File: config.mk
export PLATFORM = sky130hd
export DESIGN_NAME = lcd_raster_timer
export DESIGN_NICKNAME = d
export VERILOG_FILES = /design/src/rtl/lcd_timing_pkg.sv /design/src/rtl/lcd_cfg_regs.sv /design/src/rtl/lcd_axis_region.sv /design/src/rtl/lcd_pixel_mux.sv /design/src/rtl/lcd_raster_timer.sv
export SDC_FILE = /design/constraint.sdc
export NUM_CORES = 1
export LEC_CHECK = 0
export ABC_AREA = 1
export ABC_CLOCK_PERIOD_IN_PS = 17000
export BUFFER_PORTS_ARGS = -buffer_cell sky130_fd_sc_hd__clkbuf_2
export CAP_MARGIN = 20
export CORE_ASPECT_RATIO = 0.7
export CORE_MARGIN = 2
export CORE_UTILIZATION = 41
export DETAILED_ROUTE_END_ITERATION = 7
export HOLD_SLACK_MARGIN = 0.02
export SLEW_MARGIN = 5
export SYNTH_ARGS = -nofsm -noshare
export SYNTH_HDL_FRONTEND = slang
export SYNTH_HIERARCHICAL = 1
export SYNTH_SLANG_ARGS = --single-unit
File: constraint.sdc
create_clock -name clk -period 17 [get_ports clk]
set_clock_uncertainty 0.2 [all_clocks]
set_input_delay 1.7 -clock clk [delete_from_list [all_inputs] [get_ports clk]]
set_output_delay 1.7 -clock clk [all_outputs]
set_load 0.005 [all_outputs]
File: src/rtl/lcd_timing_pkg.sv
package lcd_timing_pkg;

   localparam int CFG_W  = 32;
   localparam int ADDR_W = 3;

   localparam logic [ADDR_W-1:0] A_HTIM = 3'd0;
   localparam logic [ADDR_W-1:0] A_VTIM = 3'd1;
   localparam logic [ADDR_W-1:0] A_SIZE = 3'd2;
   localparam logic [ADDR_W-1:0] A_POL  = 3'd3;
   localparam logic [ADDR_W-1:0] A_MODE = 3'd4;
   localparam logic [ADDR_W-1:0] A_BG   = 3'd5;
   localparam logic [ADDR_W-1:0] A_UPD  = 3'd6;

   localparam int FP_LSB      = 0;
   localparam int PW_LSB      = 11;
   localparam int BP_LSB      = 22;
   localparam int HGT_LSB     = 16;
   localparam int UPD_REQ_BIT = 30;

   typedef enum logic [1:0] {
      MODE_OFF    = 2'd0,
      MODE_NORMAL = 2'd1,
      MODE_TEST   = 2'd2,
      MODE_BARS   = 2'd3
   } lcd_mode_e;

   // bar 0..7 : white, yellow, cyan, green, magenta, red, blue, black
   function automatic logic [23:0] bar_colour(input logic [2:0] idx);
      return {{8{~idx[1]}}, {8{~idx[2]}}, {8{~idx[0]}}};
   endfunction

endpackage

File: src/rtl/lcd_cfg_regs.sv
module lcd_cfg_regs
   import lcd_timing_pkg::*;
#(
   parameter int FIELD_W = 11,
   parameter int UNIT_W  = 8
)(
   input  logic               clk,
   input  logic               rst_n,
   input  logic               we,
   input  logic [ADDR_W-1:0]  addr,
   input  logic [CFG_W-1:0]   wdata,
   input  logic               commit,
   output logic               req,
   output logic [FIELD_W-1:0] h_fp,
   output logic [FIELD_W-1:0] h_pw,
   output logic [FIELD_W-1:0] h_bp,
   output logic [FIELD_W-1:0] v_fp,
   output logic [FIELD_W-1:0] v_pw,
   output logic [FIELD_W-1:0] v_bp,
   output logic [FIELD_W-1:0] height,
   output logic [FIELD_W-1:0] nxt_height,
   output logic [UNIT_W-1:0]  units,
   output logic [1:0]         pol,
   output lcd_mode_e          mode,
   output logic [23:0]        bg
);

   typedef struct packed {
      logic [FIELD_W-1:0] hfp;
      logic [FIELD_W-1:0] hpw;
      logic [FIELD_W-1:0] hbp;
      logic [FIELD_W-1:0] vfp;
      logic [FIELD_W-1:0] vpw;
      logic [FIELD_W-1:0] vbp;
      logic [FIELD_W-1:0] hgt;
      logic [UNIT_W-1:0]  units;
      logic [1:0]         pol;
      lcd_mode_e          mode;
      logic [23:0]        bg;
   } cfg_t;

   cfg_t shadow_q, live_q;
   logic req_q;
   logic unused_wbits;

   assign unused_wbits = ^wdata;

   always_ff @(posedge clk or negedge rst_n) begin
      if (!rst_n) begin
         shadow_q <= '0;
         live_q   <= '0;
         req_q    <= 1'b0;
      end else begin
         if (commit) begin
            live_q <= shadow_q;
            req_q  <= 1'b0;
         end
         if (we) begin
            case (addr)
               A_HTIM: begin
                  shadow_q.hfp <= wdata[FP_LSB +: FIELD_W];
                  shadow_q.hpw <= wdata[PW_LSB +: FIELD_W];
                  shadow_q.hbp <= FIELD_W'(wdata >> BP_LSB);
               end
               A_VTIM: begin
                  shadow_q.vfp <= wdata[FP_LSB +: FIELD_W];
                  shadow_q.vpw <= wdata[PW_LSB +: FIELD_W];
                  shadow_q.vbp <= FIELD_W'(wdata >> BP_LSB);
               end
               A_SIZE: begin
                  shadow_q.units <= wdata[UNIT_W-1:0];
                  shadow_q.hgt   <= wdata[HGT_LSB +: FIELD_W];
               end
               A_POL:  shadow_q.pol  <= wdata[1:0];
               A_MODE: shadow_q.mode <= lcd_mode_e'(wdata[1:0]);
               A_BG:   shadow_q.bg   <= wdata[23:0];
               A_UPD:  if (wdata[UPD_REQ_BIT]) req_q <= 1'b1;
               default: ;
            endcase
         end
      end
   end

   assign req        = req_q;
   assign h_fp       = live_q.hfp;
   assign h_pw       = live_q.hpw;
   assign h_bp       = live_q.hbp;
   assign v_fp       = live_q.vfp;
   assign v_pw       = live_q.vpw;
   assign v_bp       = live_q.vbp;
   assign height     = live_q.hgt;
   assign nxt_height = shadow_q.hgt;
   assign units      = live_q.units;
   assign pol        = live_q.pol;
   assign mode       = live_q.mode;
   assign bg         = live_q.bg;

   // a request only drops through a commit
   assert_req_clear_R12: assert property (@(posedge clk) disable iff (!rst_n)
      $fell(req_q) |-> $past(commit));

   // the live set after a commit is the shadow from before that edge
   assert_copy_R12: assert property (@(posedge clk) disable iff (!rst_n)
      commit |=> live_q == $past(shadow_q));

endmodule

File: src/rtl/lcd_axis_region.sv
module lcd_axis_region #(
   parameter int CNT_W = 14
)(
   input  logic [CNT_W-1:0] cnt,
   input  logic [CNT_W-1:0] act,
   input  logic [CNT_W-1:0] fp,
   input  logic [CNT_W-1:0] pw,
   input  logic [CNT_W-1:0] bp,
   output logic             in_act,
   output logic             in_sync,
   output logic             last
);

   logic [CNT_W-1:0] sync_lo, sync_hi, total;

   assign sync_lo = act + fp;
   assign sync_hi = sync_lo + pw;
   assign total   = sync_hi + bp;

   assign in_act  = cnt < act;
   assign in_sync = (cnt >= sync_lo) && (cnt < sync_hi);
   assign last    = ({1'b0, cnt} + 1'b1) >= {1'b0, total};

endmodule

File: src/rtl/lcd_pixel_mux.sv
module lcd_pixel_mux
   import lcd_timing_pkg::*;
#(
   parameter int UNIT_W = 8,
   parameter int CNT_W  = 14
)(
   input  lcd_mode_e         mode,
   input  logic              de,
   input  logic              src_valid,
   input  logic [23:0]       src_rgb,
   input  logic [23:0]       bg,
   input  logic [UNIT_W-1:0] units,
   input  logic [CNT_W-1:0]  h,
   input  logic [CNT_W-1:0]  v,
   output logic [23:0]       rgb
);

   localparam int NBARS = 8;

   logic [NBARS-2:0] past_edge;
   logic [2:0]       bar_idx;
   logic [7:0]       hx, vy;

   // each bar is 2*units pixels wide; one comparator per inner boundary
   generate
      for (genvar k = 1; k < NBARS; k++) begin : g_bar
         assign past_edge[k-1] = h >= (CNT_W'(units) * CNT_W'(2 * k));
      end
   endgenerate

   assign bar_idx = 3'($countones(past_edge));
   assign hx      = 8'(h);
   assign vy      = 8'(v);

   always_comb begin
      rgb = '0;
      if (de) begin
         case (mode)
            MODE_NORMAL: rgb = src_valid ? src_rgb : bg;
            MODE_TEST:   rgb = {hx, vy, hx ^ vy};
            MODE_BARS:   rgb = bar_colour(bar_idx);
            default:     rgb = '0;
         endcase
      end
   end

endmodule

File: src/rtl/lcd_raster_timer.sv
module lcd_raster_timer
   import lcd_timing_pkg::*;
#(
   parameter  int FIELD_W = 11,
   parameter  int UNIT_W  = 8,
   localparam int CNT_W   = (((UNIT_W + 4) > FIELD_W) ? (UNIT_W + 4) : FIELD_W) + 2
)(
   input  logic              clk,
   input  logic              rst_n,
   input  logic              pix_en,
   input  logic              cfg_we,
   input  logic [ADDR_W-1:0] cfg_addr,
   input  logic [CFG_W-1:0]  cfg_wdata,
   input  logic              src_valid,
   input  logic [23:0]       src_rgb,
   output logic              hsync,
   output logic              vsync,
   output logic              de,
   output logic [CNT_W-1:0]  pix_x,
   output logic [CNT_W-1:0]  pix_y,
   output logic [23:0]       rgb
);

   generate
      if (FIELD_W < 4 || FIELD_W > PW_LSB) begin : g_bad_field
         $error("FIELD_W must lie in 4..11");
      end
      if (UNIT_W < 1 || UNIT_W > HGT_LSB) begin : g_bad_unit
         $error("UNIT_W must lie in 1..16");
      end
   endgenerate

   logic               req, commit;
   logic [FIELD_W-1:0] h_fp, h_pw, h_bp, v_fp, v_pw, v_bp, height, nxt_height;
   logic [UNIT_W-1:0]  units;
   logic [1:0]         pol;
   lcd_mode_e          mode;
   logic [23:0]        bg;

   logic [CNT_W-1:0]   h_cnt, v_cnt, h_act, v_act;
   logic               h_in_act, hs_raw, h_last;
   logic               v_in_act, vs_raw, v_last;

   lcd_cfg_regs #(.FIELD_W(FIELD_W), .UNIT_W(UNIT_W)) u_regs (
      .clk(clk), .rst_n(rst_n), .we(cfg_we), .addr(cfg_addr), .wdata(cfg_wdata),
      .commit(commit), .req(req),
      .h_fp(h_fp), .h_pw(h_pw), .h_bp(h_bp),
      .v_fp(v_fp), .v_pw(v_pw), .v_bp(v_bp),
      .height(height), .nxt_height(nxt_height),
      .units(units), .pol(pol), .mode(mode), .bg(bg)
   );

   assign h_act = CNT_W'({units, 4'b0000});
   assign v_act = CNT_W'(height);

   lcd_axis_region #(.CNT_W(CNT_W)) u_hreg (
      .cnt(h_cnt), .act(h_act),
      .fp(CNT_W'(h_fp)), .pw(CNT_W'(h_pw)), .bp(CNT_W'(h_bp)),
      .in_act(h_in_act), .in_sync(hs_raw), .last(h_last)
   );

   lcd_axis_region #(.CNT_W(CNT_W)) u_vreg (
      .cnt(v_cnt), .act(v_act),
      .fp(CNT_W'(v_fp)), .pw(CNT_W'(v_pw)), .bp(CNT_W'(v_bp)),
      .in_act(v_in_act), .in_sync(vs_raw), .last(v_last)
   );

   // frame end = strobe closing the last active line (any strobe if height is 0)
   assign commit = req && pix_en &&
                   ((v_act == '0) || (h_last && ((v_cnt + 1'b1) == v_act)));

   always_ff @(posedge clk or negedge rst_n) begin
      if (!rst_n) begin
         h_cnt <= '0;
         v_cnt <= '0;
      end else if (commit) begin
         h_cnt <= '0;
         v_cnt <= CNT_W'(nxt_height);
      end else if (pix_en) begin
         if (h_last) begin
            h_cnt <= '0;
            v_cnt <= v_last ? '0 : v_cnt + 1'b1;
         end else begin
            h_cnt <= h_cnt + 1'b1;
         end
      end
   end

   assign hsync = (mode == MODE_OFF) ? pol[0] : (hs_raw ^ pol[0]);
   assign vsync = (mode == MODE_OFF) ? pol[1] : (vs_raw ^ pol[1]);
   assign de    = (mode != MODE_OFF) && h_in_act && v_in_act;
   assign pix_x = h_cnt;
   assign pix_y = v_cnt;

   lcd_pixel_mux #(.UNIT_W(UNIT_W), .CNT_W(CNT_W)) u_mux (
      .mode(mode), .de(de), .src_valid(src_valid), .src_rgb(src_rgb),
      .bg(bg), .units(units), .h(h_cnt), .v(v_cnt), .rgb(rgb)
   );

   // no strobe, no movement
   assert_hold_R13: assert property (@(posedge clk) disable iff (!rst_n)
      !pix_en |=> $stable(h_cnt) && $stable(v_cnt));

   // vertical sync starts only at the start of a line
   assert_vs_line_start_R3: assert property (@(posedge clk) disable iff (!rst_n)
      $rose(vs_raw) |-> h_cnt == '0);

   // the active window never overlaps a sync pulse
   assert_de_no_sync_R6: assert property (@(posedge clk) disable iff (!rst_n)
      de |-> !hs_raw && !vs_raw);

endmodule

==> results of run 1 <==
worst paths after layout:
| path | to |
|---|---|
| max | u_regs/bg[22] |
| min | u_regs/v_pw[4] |
| max reg2reg | u_regs/bg[22] |
| min reg2reg | u_regs/v_pw[4] |
| max in group asynchronous | u_regs/shadow_q[106] |
| min in group asynchronous | pix_x[1] |
flip-flops by register name (all words and copies together), names as in the netlist, 11 cells and up:
signal and flops:
u_regs/bg 24, u_regs/nxt_height 11, u_regs/height 11, u_regs/h_pw 11
u_regs/shadow_q 100, u_regs/h_fp 11, u_regs/v_fp 11, u_regs/v_pw 11
pix_y 14, pix_x 14
synthesized netlist by cell type, types with 20 or more instances:
cell type | number | share of area
sky130_fd_sc_hd__a21oi_1 | 147 | 0.034
sky130_fd_sc_hd__a31oi_1 | 21 | 0.0061
sky130_fd_sc_hd__buf_2 | 43 | 0.010
sky130_fd_sc_hd__dfrtp_1 | 251 | 0.29
sky130_fd_sc_hd__fa_1 | 20 | 0.019
sky130_fd_sc_hd__ha_1 | 281 | 0.16
sky130_fd_sc_hd__inv_1 | 321 | 0.056
sky130_fd_sc_hd__nand2_1 | 1073 | 0.19
sky130_fd_sc_hd__nand3_1 | 252 | 0.059
sky130_fd_sc_hd__nand4_1 | 38 | 0.011
sky130_fd_sc_hd__nor2_1 | 137 | 0.024
sky130_fd_sc_hd__nor3_1 | 26 | 0.0061
sky130_fd_sc_hd__o211ai_1 | 28 | 0.0098
sky130_fd_sc_hd__o21ai_0 | 29 | 0.0068
sky130_fd_sc_hd__xnor2_1 | 42 | 0.017
sky130_fd_sc_hd__xor2_1 | 64 | 0.026
per-stage QoR:
stage                     utilization  cells  cell area, µm²  hold slack, ps
after global routing            0.462   3799           23600             288
final                           0.462   3800           23600             269
after detailed placement        0.444   3750           22700             258
after global placement          0.444   3749           22700             252
after floorplan                     -   3019           21500             234
after CTS                       0.461   3797           23600             269
kinds of logic (layout without fill, tap and decap cells):
group | count (synthesis) | in the layout
compound gates | 292 | 292
xor+xnor | 106 | 106
fa+ha+maj | 301 | 301
buf+inv | 423 | 529
flops | 251 | 251
other cells | 2 | 46
simple gates | 1601 | 1601
layout make-up:
cell class                      instances  area, µm²
Sequential cell                       251       6280
Fill cell                            5140      27500
Inverter                              336       1270
Clock inverter                          8        108
Tap cell                              674        843
Timing Repair Buffer                  146        871
Antenna cell                            1       2.50
Clock buffer                           39        769
Multi-Input combinational cell       2345      13500
worst min-delay path: cells and delay by family (launching register included):
family	cells	cell delay [ps]
flip-flops	1	340
AND/OR/NAND/NOR	2	110
per-layer routing:
metal / part of all wire / routed length, µm / vias up
li1: - / - / 9879
met1: 0.52 / 36400 / 9569
met2: 0.37 / 26000 / 772
met3: 0.088 / 6120 / 77
met4: 0.016 / 1080 / 0
met5: 0 / 0 / -
==> flow_summary_export.csv, run 1 <==
group,metric,value,unit
layout,final_net_count,3471,
critical_path,reg2reg_from,"u_regs/units[1]",
floorplan,floorplan.die_area,54000,µm²
floorplan,io_pins,119,
timing,layout_setup_ws,8590,ps
critical_path,timing.critical_path.arrival,8650,ps
placed_design,gpl.final_weighted_congestion,0.908,
yosys,syn-instance-count,2976,
detailed_routing,route.vias.total,20297,
critical_path,timing.critical_path.from,"u_regs/units[1]",
critical_path,path_common_cell,"sky130_fd_sc_hd__nand2_1",
clocking,cts_buffers,26,
detailed_routing,dr.first_iter.drc_count,2147,
global_routing,gr_peak_layer,"met1",
detailed_routing,wire_per_inst,18.3,µm
placed_design,half_perimeter_wire_length_after_placement,53900,µm
timing,finalMaxSlewViolations,0,
hold_path,hp-start,"u_regs/shadow_q[62]",
global_routing,globalRouteOverflowTotal,0,
layout,final_cell_mix,"1,073 x sky130_fd_sc_hd__nand2_1, 319 x sky130_fd_sc_hd__inv_1, 281 x sky130_fd_sc_hd__ha_1",
critical_path,worst-r2r-cell-count,36,
clocking,clkTransAtPathRegs,70,ps
yosys,synth.ff_latch_count,251,
floorplan,initial_core_util,0.418,
floorplan,rows,69,
timing,finalWorstPathRequiredPeriod,8410,ps
detailed_routing,vias_per_cell,5.34,
timing,final-hold-violation-count,0,
clocking,library_cell_used_as_clock_root_buffer,"sky130_fd_sc_hd__clkbuf_16",
clocking,cts_hold_buffers,0,
timing,timing.setup.tns,0,ps
detailed_routing,post_detailed_route_drc_marker_count,0,
global_routing,grt_util_met3,0.0534,
status,status,"complete, no violations",
yosys,post_synth_and_or_nand_nor_area_fraction,0.317,
placed_design,portBuffers,118,
timing,worst_margin_slew,967,ps
placed_design,dp_worst_setup_slack,8720,ps
yosys,synthAdderAreaFrac,0.183,
clocking,cts_tree,"built",
global_routing,number_of_global_route_vias_before_repair,18766,
clocking,cts_max_level,1,
floorplan,chip_height,195,µm
floorplan,coreArea,51100,µm²
timing,max-slew-margin-rel,0.355,
critical_path,critical_path.max_fanout,83,
yosys,synth-xor-area-share,0.0434,
global_routing,global_route.usage.met2,0.338,
critical_path,critPathTopFamily,"simple AND/OR/NAND/NOR gates",
critical_path,timing.setup.critical_path_class,"reg -> reg",
timing,final.period_utilization,0.495,
yosys,syn_area,21400,µm²
job,drv.max_cap_violation_count,0,
critical_path,worst-path-stages,36,
global_routing,total_routing_usage_reported_by_global_routing,0.254,
critical_path,timing.critical_path.required,17240,ps
yosys,synth.avg_cell_area,7.18,µm²
clocking,postCtsSetupBuffers,0,
layout,areaGrowthSynthToFinish,10.6,%
timing,maximum_clock_frequency,119,MHz
clocking,post_cts.resized_instances,0,
layout,layout_commonest_cell,"sky130_fd_sc_hd__nand2_1",
detailed_routing,antenna_left,0,
critical_path,start_kind,"flop",
clocking,clock_net_sink_count,251,
layout,drive_above_1_share,0.0854,
global_routing,met1_usage,0.414,
critical_path,worst-r2r-setup-slack,8590,ps
hold_path,holdCritPathClass,"reg -> reg",
yosys,synth-seq-area-share,0.294,
detailed_routing,dr.pass1.iters,6,
timing,timing.final.setup_violations,0,
yosys,combinational_family_with_the_most_area_after_synthesis,"simple AND/OR/NAND/NOR gates",
yosys,synth_edf_count,0,
critical_path,timing.critical_path.buf_inv,6,
global_routing,first_pass_grt_wire_length,107000,µm
yosys,async_flop_share,1.00,
yosys,yosys_most_used_dff,"sky130_fd_sc_hd__dfrtp_1",
global_routing,maximum_number_of_pins_on_one_net_before_global_route_repair,102,
clocking,clock_tree.buffer_depth,3,
floorplan,die_x,277,µm
clocking,clk_latency,560,ps
critical_path,crit_path_end_kind,"flop",
critical_path,slowest_stage_delay_cp,620,ps
yosys,muxShareOfSynthArea,0,
yosys,synth.lib_cells_used.distinct,54,
detailed_routing,finalWirelength,69600,µm
global_routing,antenna_found_initial,0,
hold_path,hold-path-cell-count,2,
timing,unrepaired_setup_endpoints_after_global_routing,"false",
yosys,yosysWarningCount,6,
yosys,synth-compound-area-share,0.0801,
critical_path,cp_slowest_cell,"sky130_fd_sc_hd__dfrtp_1",
Power of run 1 is left out: the tool's default activity adds up to more than one toggle a clock period on the data nets, which glitch-free logic cannot reach.
==> inputs of run 2 (changes only) <==
--- a/config.mk
+++ b/config.mk
@@ -6,7 +6,7 @@
 export NUM_CORES = 1
 export LEC_CHECK = 0
 export ABC_AREA = 1
-export ABC_CLOCK_PERIOD_IN_PS = 17000
+export ABC_CLOCK_PERIOD_IN_PS = 8300
 export BUFFER_PORTS_ARGS = -buffer_cell sky130_fd_sc_hd__clkbuf_2
 export CAP_MARGIN = 20
 export CORE_ASPECT_RATIO = 0.7
==> constraint.sdc (replaced) <==
create_clock -name clk -period 8.3 [get_ports clk]
set_clock_uncertainty 0.2 [all_clocks]
set_input_delay 0.83 -clock clk [delete_from_list [all_inputs] [get_ports clk]]
set_output_delay 0.83 -clock clk [all_outputs]
set_load 0.005 [all_outputs]
==> run 2 against run 1 <==
  * First-iteration DRC count shrank 11%
  * Hold slack got worse by 250 ps
  * Critical path depth increased by 3
  * Count of clock-buffer cells in the layout shrank 6
  * Fmax grew 9.3%
  * Die area stayed put
  * Register-to-register slack got worse by 8000 ps
==> flow_summary_export.csv, run 2 (synthesized netlist as in run 1, its figures left out) <==
group,metric,value,unit
hold_path,holdCritPathClass,"in -> async",
critical_path,cp_slowest_cell,"sky130_fd_sc_hd__dfrtp_1",
clocking,cts_buffers,24,
timing,unrepaired_setup_endpoints_after_global_routing,"false",
clocking,cts_hold_buffers,0,
global_routing,maximum_number_of_pins_on_one_net_before_global_route_repair,175,
floorplan,floorplan.die_area,54000,µm²
layout,areaGrowthSynthToFinish,10.7,%
detailed_routing,post_detailed_route_drc_marker_count,0,
layout,max_flop_register,"u_regs/shadow_q",
detailed_routing,dr.pass1.iters,5,
global_routing,globalRouteOverflowTotal,0,
global_routing,total_routing_usage_reported_by_global_routing,0.249,
clocking,clkTransAtPathRegs,70,ps
layout,max_reg_flops,100,
placed_design,half_perimeter_wire_length_after_placement,52700,µm
clocking,clock_tree.buffer_depth,3,
critical_path,critical_path.max_fanout,111,
floorplan,rows,69,
layout,layout_commonest_cell,"sky130_fd_sc_hd__nand2_1",
timing,max-slew-margin-rel,0.316,
status,status,"complete, no violations",
timing,worst_margin_slew,1030,ps
detailed_routing,antenna_left,0,
critical_path,path_common_cell,"sky130_fd_sc_hd__nand2_1",
clocking,cts_tree,"built",
clocking,postCtsSetupBuffers,0,
timing,final-hold-violation-count,0,
layout,drive_above_1_share,0.0851,
critical_path,start_kind,"flop",
timing,final.period_utilization,0.927,
timing,timing.setup.tns,0,ps
detailed_routing,route.vias.total,20304,
detailed_routing,finalWirelength,67800,µm
critical_path,crit_path_end_kind,"flop",
floorplan,chip_height,195,µm
clocking,cts_max_level,1,
timing,finalMaxSlewViolations,0,
clocking,library_cell_used_as_clock_root_buffer,"sky130_fd_sc_hd__clkbuf_16",
critical_path,timing.critical_path.required,8570,ps
layout,reg_top3,"u_regs/shadow_q x100, u_regs/bg x24",
critical_path,timing.critical_path.arrival,7970,ps
detailed_routing,dr.first_iter.drc_count,1902,
detailed_routing,wire_per_inst,17.8,µm
placed_design,portBuffers,118,
floorplan,io_pins,119,
layout,final_cell_mix,"1,073 x sky130_fd_sc_hd__nand2_1, 319 x sky130_fd_sc_hd__inv_1, 281 x sky130_fd_sc_hd__ha_1",
placed_design,gpl.final_weighted_congestion,0.886,
global_routing,first_pass_grt_wire_length,107000,µm
global_routing,number_of_global_route_vias_before_repair,18916,
critical_path,critPathTopFamily,"simple AND/OR/NAND/NOR gates",
clocking,post_cts.resized_instances,0,
job,drv.max_cap_violation_count,0,
timing,finalWorstPathRequiredPeriod,7700,ps
detailed_routing,vias_per_cell,5.34,
global_routing,antenna_found_initial,4,
critical_path,timing.critical_path.buf_inv,6,
floorplan,die_x,277,µm
critical_path,slowest_stage_delay_cp,690,ps
timing,maximum_clock_frequency,130,MHz
timing,timing.final.setup_violations,0,
floorplan,coreArea,51100,µm²
critical_path,timing.setup.critical_path_class,"reg -> reg",
clocking,clock_net_sink_count,251,
layout,final_net_count,3471,
clocking,clk_latency,560,ps
floorplan,initial_core_util,0.418,
## run 2: changes by cell type in the layout (fill, tap and decap cells not counted), sizes merged
cell,delta
clkinvlp,+1
bufinv,+3
buf,+2
diode,+1
clkinv,-2
clkbuf,-6
inv,+1
## run 2: path summary, 6_finish.rpt
kind / start / to / slack (ps) / cells past startpoint
worst min-delay path: rst_n / pix_x[4] / 20 / 1
min in group clk: u_regs/shadow_q[50] / u_regs/v_bp[3] / 260 / 2
max in group asynchronous: rst_n / u_regs/h_pw[7] / 6450 / 2
worst min register to register: u_regs/shadow_q[50] / u_regs/v_bp[3] / 260 / 2
worst max-delay path: u_regs/units[1] / u_regs/h_bp[6] / 600 / 39
worst max register to register: u_regs/units[1] / u_regs/h_bp[6] / 600 / 39
## run 2: layout make-up
cell class	instances	area [µm²]
Antenna cell	2	5.00
Clock buffer	33	664
Clock inverter	11	200
Fill cell	5150	27400
Inverter	336	1270
Multi-Input combinational cell	2345	13500
Sequential cell	251	6280
Tap cell	674	843
Timing Repair Buffer	148	903
## run 2: per-stage QoR
stage	std cells	setup WS (ps)	hold WS, ps	instance area [µm²]	util
global placement	3752	975	255	22700	0.445
finish	3800	605	21.0	23700	0.463
floorplan	3019	2390	234	21500	-
CTS	3796	779	62.6	23600	0.462
detailed placement	3752	815	259	22700	0.445
global route	3800	48.1	63.3	23700	0.463
## run 2: layer usage
metal / up-vias / GRT usage / routed length (µm)
met3: 63 / 0.0488 / 5940
li1: 9886 / - / -
met4: 4 / 0.0352 / 813
met5: - / 0.0150 / 122
met1: 9610 / 0.408 / 35600
met2: 741 / 0.331 / 25300
Power of run 2 is left out for the same reason.
